`src/rtl/cfg_cell_pkg.sv`:
```
package cfg_cell_pkg;
    localparam int LUT_K    = 4;                 // inputs of F and G tables
    localparam int HLUT_K   = 3;                 // inputs of H table
    localparam int LUT_SZ   = 1 << LUT_K;
    localparam int HLUT_SZ  = 1 << HLUT_K;
    localparam int SEL_BITS = 2;
    localparam int CFG_W    = 2 * LUT_SZ + HLUT_SZ + SEL_BITS;

    // Packed so that f_tab lands on the least significant chain bits.
    typedef struct packed {
        logic                 y_sel;
        logic                 x_sel;
        logic [HLUT_SZ-1:0]   h_tab;
        logic [LUT_SZ-1:0]    g_tab;
        logic [LUT_SZ-1:0]    f_tab;
    } cell_cfg_t;

    typedef struct packed {
        logic xq;
        logic yq;
    } ff_state_t;
endpackage

```
`src/rtl/cell_lut.sv`:
```
module cell_lut #(
    parameter int K = 4
) (
    input  logic [(1<<K)-1:0] tab,
    input  logic [K-1:0]      addr,
    output logic              o
);
    always_comb begin
        o = tab[addr];
    end
endmodule

```
`src/rtl/cell_cfg_chain.sv`:
```
module cell_cfg_chain
    import cfg_cell_pkg::*;
(
    input  logic      clk,
    input  logic      rst_n,
    input  logic      cfg_en,
    input  logic      cfg_din,
    output cell_cfg_t cfg,
    output logic      cfg_dout
);
    logic [CFG_W-1:0] chain_d, chain_q;

    always_comb begin
        chain_d = chain_q;
        if (cfg_en) begin
            chain_d = {cfg_din, chain_q[CFG_W-1:1]};
        end
    end

    always_ff @(posedge clk or negedge rst_n) begin
        if (!rst_n) chain_q <= '0;
        else        chain_q <= chain_d;
    end

    assign cfg      = cell_cfg_t'(chain_q);
    assign cfg_dout = chain_q[0];

    AST_SHIFT_ENTRY: assert property (@(posedge clk) disable iff (!rst_n)
        cfg_en |=> chain_q[CFG_W-1] == $past(cfg_din));
    AST_CFG_STEADY: assert property (@(posedge clk) disable iff (!rst_n)
        !cfg_en |=> $stable(chain_q));
    AST_SHIFT_MOVE: assert property (@(posedge clk) disable iff (!rst_n)
        cfg_en |=> chain_q[CFG_W-2:0] == $past(chain_q[CFG_W-1:1]));
endmodule

```
`src/rtl/cell_out_reg.sv`:
```
module cell_out_reg
    import cfg_cell_pkg::*;
(
    input  logic clk,
    input  logic rst_n,
    input  logic freeze,
    input  logic clr,
    input  logic ce,
    input  logic x_in,
    input  logic y_in,
    output logic xq,
    output logic yq
);
    ff_state_t st_d, st_q;

    always_comb begin
        st_d = st_q;
        if (!freeze) begin
            if (clr)     st_d = '0;
            else if (ce) st_d = '{xq: x_in, yq: y_in};
        end
    end

    always_ff @(posedge clk or negedge rst_n) begin
        if (!rst_n) st_q <= '0;
        else        st_q <= st_d;
    end

    assign xq = st_q.xq;
    assign yq = st_q.yq;

    AST_FF_FROZEN: assert property (@(posedge clk) disable iff (!rst_n)
        freeze |=> $stable(st_q));
    AST_FF_CLEARED: assert property (@(posedge clk) disable iff (!rst_n)
        (!freeze && clr) |=> (xq == 1'b0 && yq == 1'b0));
    AST_FF_IDLE: assert property (@(posedge clk) disable iff (!rst_n)
        (!freeze && !clr && !ce) |=> $stable(st_q));
    AST_FF_CAPTURE: assert property (@(posedge clk) disable iff (!rst_n)
        (!freeze && !clr && ce) |=> (xq == $past(x_in) && yq == $past(y_in)));
endmodule

```
`src/rtl/cfg_logic_cell.sv`:
```
module cfg_logic_cell
    import cfg_cell_pkg::*;
(
    input  logic              clk,
    input  logic              rst_n,
    input  logic              cfg_en,
    input  logic              cfg_din,
    output logic              cfg_dout,
    input  logic [LUT_K-1:0]  f_in,
    input  logic [LUT_K-1:0]  g_in,
    input  logic              h_in,
    input  logic              ff_ce,
    input  logic              ff_clr,
    output logic              x,
    output logic              y,
    output logic              xq,
    output logic              yq
);
    cell_cfg_t         cfg;
    logic              f_res, g_res, h_res;
    logic [HLUT_K-1:0] h_addr;

    cell_cfg_chain u_chain (
        .clk      (clk),
        .rst_n    (rst_n),
        .cfg_en   (cfg_en),
        .cfg_din  (cfg_din),
        .cfg      (cfg),
        .cfg_dout (cfg_dout)
    );

    cell_lut #(.K(LUT_K)) u_flut (.tab(cfg.f_tab), .addr(f_in), .o(f_res));
    cell_lut #(.K(LUT_K)) u_glut (.tab(cfg.g_tab), .addr(g_in), .o(g_res));

    // F result is the most significant H address bit.
    assign h_addr = {f_res, g_res, h_in};
    cell_lut #(.K(HLUT_K)) u_hlut (.tab(cfg.h_tab), .addr(h_addr), .o(h_res));

    always_comb begin
        x = cfg.x_sel ? f_res : h_res;
        y = cfg.y_sel ? g_res : h_res;
    end

    cell_out_reg u_ff (
        .clk    (clk),
        .rst_n  (rst_n),
        .freeze (cfg_en),
        .clr    (ff_clr),
        .ce     (ff_ce),
        .x_in   (x),
        .y_in   (y),
        .xq     (xq),
        .yq     (yq)
    );

    AST_RESET_CLEAN: assert property (@(posedge clk)
        !rst_n |-> (xq == 1'b0 && yq == 1'b0 && cfg_dout == 1'b0));
endmodule

```
`config.mk`:
```
export PLATFORM = sky130hd
export DESIGN_NAME = cfg_logic_cell
export DESIGN_NICKNAME = d
export VERILOG_FILES = /design/src/rtl/cfg_cell_pkg.sv /design/src/rtl/cell_lut.sv /design/src/rtl/cell_cfg_chain.sv /design/src/rtl/cell_out_reg.sv /design/src/rtl/cfg_logic_cell.sv
export SDC_FILE = /design/constraint.sdc
export NUM_CORES = 1
export LEC_CHECK = 0
export ABC_AREA = 1
export BUFFER_PORTS_ARGS = -buffer_cell sky130_fd_sc_hd__buf_2
export CAP_MARGIN = 10
export CORE_MARGIN = 4
export CORE_UTILIZATION = 50
export CTS_CLUSTER_SIZE = 40
export DETAILED_ROUTE_END_ITERATION = 7
export PLACE_DENSITY = 0.72
export SLEW_MARGIN = 20
export SYNTH_ARGS = -nofsm -noshare
export SYNTH_HDL_FRONTEND = slang
export SYNTH_HIERARCHICAL = 1
export SYNTH_SLANG_ARGS = --single-unit
```
`constraint.sdc`:
```
create_clock -name clk -period 2.99 [get_ports clk]
set_clock_uncertainty 0.2 [all_clocks]
set_input_delay 0 -clock clk [delete_from_list [all_inputs] [get_ports clk]]
set_output_delay 0 -clock clk [all_outputs]
set_load 0.01 [all_outputs]
```
==> impl_metrics.yaml <==
route:
  vias_per_cell: 4.69
  first_pass_iters: 4
  drt-total-wl_mm: 4.40
  vias: 1901
  drc: 0
  ant_nets: 0
  drt_iter0_markers: 73
  wl_per_cell_um: 10.9
synthesis:
  synthAdderAreaFrac: 0
  synth_xor_area_frac: 0
  avgSynthCellArea_sq_um: 7.35
  synth_top_family_by_area: "simple AND/OR/NAND/NOR gates"
  ys_seq_area_frac: 0.460
  synthCells: 326
  synth_compound_area_frac: 0.00366
  synthSimpleGateAreaFrac: 0.394
  synth_top_area_share: 0.460
  netlist_top_cells_area: "dfrtp_1, nand2_1, nand2_2, inv_1, nand3_1"
  synthDistinctLibCells: 12
  yosys_warnings: 6
  syn_area_sq_um: 2390
  synthMuxAreaShare: 0
  ys_ff_latch: 44
  yosysTopAreaCell: "dfrtp_1"
  synth_fp_nets: 341
power:
  ir_drop_mv: 0.198
  total_power_uw: 1310
  power_density_nw_per_um2: 503
  p_clk_frac: 0.262
  seqPwrFrac: 0.544
  p_comb_frac: 0.194
  power.internal_uw: 925
  p_sw_uw: 389
  switching_share: 0.296
  p_leak_uw: 0.00153
clock_tree:
  clk_pin_slew_ns: 0.07
  clock_latency_ns: 0.29
  cts-root-buf: "clkbuf_8"
  htreeDepth: 2
  clock_path_buffers: 2
  clock-sinks: 44
  cts_buffers: 5
  cts_tree: "yes"
finish:
  final_cells: 405
  layout_commonest_cell: "nand2_1"
  layout-drive-gt1-share: 0.204
  antenna_cells: 0
  nFillCells: 433
  nets: 368
  area_growth_pct: 9.09
  layout_common_cells: "nand2_1, dfrtp_1, inv_1"
global_route:
  grt_overflow_total: 0
  grt_pass1_vias: 1766
  grt_pass1_wl_mm: 7.61
  grt_usage: 0.157
  grt_max_degree: 45
  antenna_found_initial: 0
hold_path:
  worstHoldPathType: "primary input to asynchronous set/reset pin"
floorplan:
  num_rows: 24
  die_width_um: 77.2
  io_pins: 20
  start_util: 0.532
  coreArea_sq_um: 4500
  die_h_um: 77.2
  die-area_sq_um: 5960
worst_setup_path:
  crit_top_cell: "nand2_1"
  crit_fanout: 4
  reg2regPathDepth: 17
  critPathTopFamily: "buffers and inverters"
  crit_type: "flop to flop"
  path_cells: "inv_1, nand2_1, nand3_1, nand3_1, nand3_1, nand2_2, inv_1, nand3_1, nand2_1, nand2_1, nand2_1, nand2_1, nand2_1, nand4_1, dlygate4sd3_1, nand2_1, dlygate4sd3_1"
  rr_endpoint: "u_ff/xq"
  end_kind: "flop"
  r2r_setup_slack_ns: 0.18
  cpMaxStageDelayCell: "dlygate4sd3_1"
  start_kind: "flop"
  slowest_delay_ns: 0.56
  worstReg2RegStart: "u_chain/cfg[29]"
  path_buf_inv: 4
  cp.arrival_ns: 2.85
  cp.required_ns: 3.02
placement:
  io_buffers: 19
  gp_congestion: 0.843
  place_hpwl_mm: 2.73
  dp.cells: 385
timing:
  setup_tns_ns: 0
  post-route-period-util: 0.941
  slew_viol_final: 0
  hold_violations: 0
  period_needed_ns: 2.81
  fmax_mhz: 355
  setup_violations: 0
  hold_slack_ns: 0.0385
  worst_pin_slew_ns: 0.841
  slew-limit-headroom: 0.439
run:
  drv_cap: 0
status:
  status: "finished, final reports clean"
routing by layer:
layer  up-vias  global-route usage  part of all wire
met5         -                   0                 0
met4         0              0.0587             0.013
met3         5              0.0480             0.028
met2        29               0.262              0.49
met1       856               0.190              0.47
li1       1011                   -                 -
cell usage after synthesis (all sizes together):
library cell	number
o21ai	1
nand2	191
nand4	2
nand3	28
buf	12
inv	48
dfrtp	44
area by class of cell:
class | instances | area [sq um] | area share
clock inverter | 1 | 5.00 | 0.00192
sequential | 44 | 1100 | 0.421
timing repair buffer | 32 | 210 | 0.0805
multi-input combinational | 222 | 956 | 0.366
tap | 52 | 65.1 | 0.0249
clock buffer | 6 | 72.6 | 0.0278
inverter | 48 | 203 | 0.0776
how the worst max path moves through the flow:
stage	end	depth (start not counted)	slack [ns]	from
final	u_ff/xq	17	0.18	u_chain/cfg[29]
after global routing	u_ff/xq	17	-0.05	u_chain/cfg[21]
after CTS	u_ff/xq	17	0.16	u_chain/cfg[20]
after detailed placement	u_ff/yq	15	1.25	u_chain/cfg[20]
after global placement	u_ff/yq	15	1.29	u_chain/cfg[21]
after floorplan	u_ff/xq	15	1.35	u_chain/cfg[20]
what timing repair did:
| item | CTS | global route |
|---|---|---|
| endpoints found under the hold margin | 47 | 0 |
| hold buffers | 6 | 0 |
| gates resized for setup | 0 | 1 |
| endpoints found under the setup margin | 0 | 1 |
| buffers inserted | 0 | 7 |
state kept, by name, indices dropped and copies added (netlist names):
signal / flops
u_ff/xq: 1
u_chain/cfg: 42
u_ff/yq: 1
stage by stage:
| stage | area [sq um] | util | worst slack [ns] |
|---|---|---|---|
| 2_1_floorplan | 2390 | - | 1.35 |
| 3_3_place_gp | 2420 | 0.537 | 1.29 |
| 6_report | 2610 | 0.580 | 0.175 |
| 4_1_cts | 2550 | 0.567 | 0.162 |
| 3_5_place_dp | 2420 | 0.537 | 1.25 |
| 5_1_grt | 2610 | 0.580 | -0.0456 |
cell families (layout without fill, tap and decap cells):
kind of cell           Yosys count  count (layout)
AO/OA/AOI/OAI                    1               1
buffers and inverters           60              87
flip-flops                      44              44
AND/OR/NAND/NOR                221             221
power by group through the flow:
stage	sequential (uW)	combinational [uW]	clock, uW
final	715	255	345
after global routing	723	296	386
after CTS	718	230	361
after detailed placement	728	223	0
after global placement	726	219	0
after floorplan	717	178	0
(Power assumes the default switching activity.)
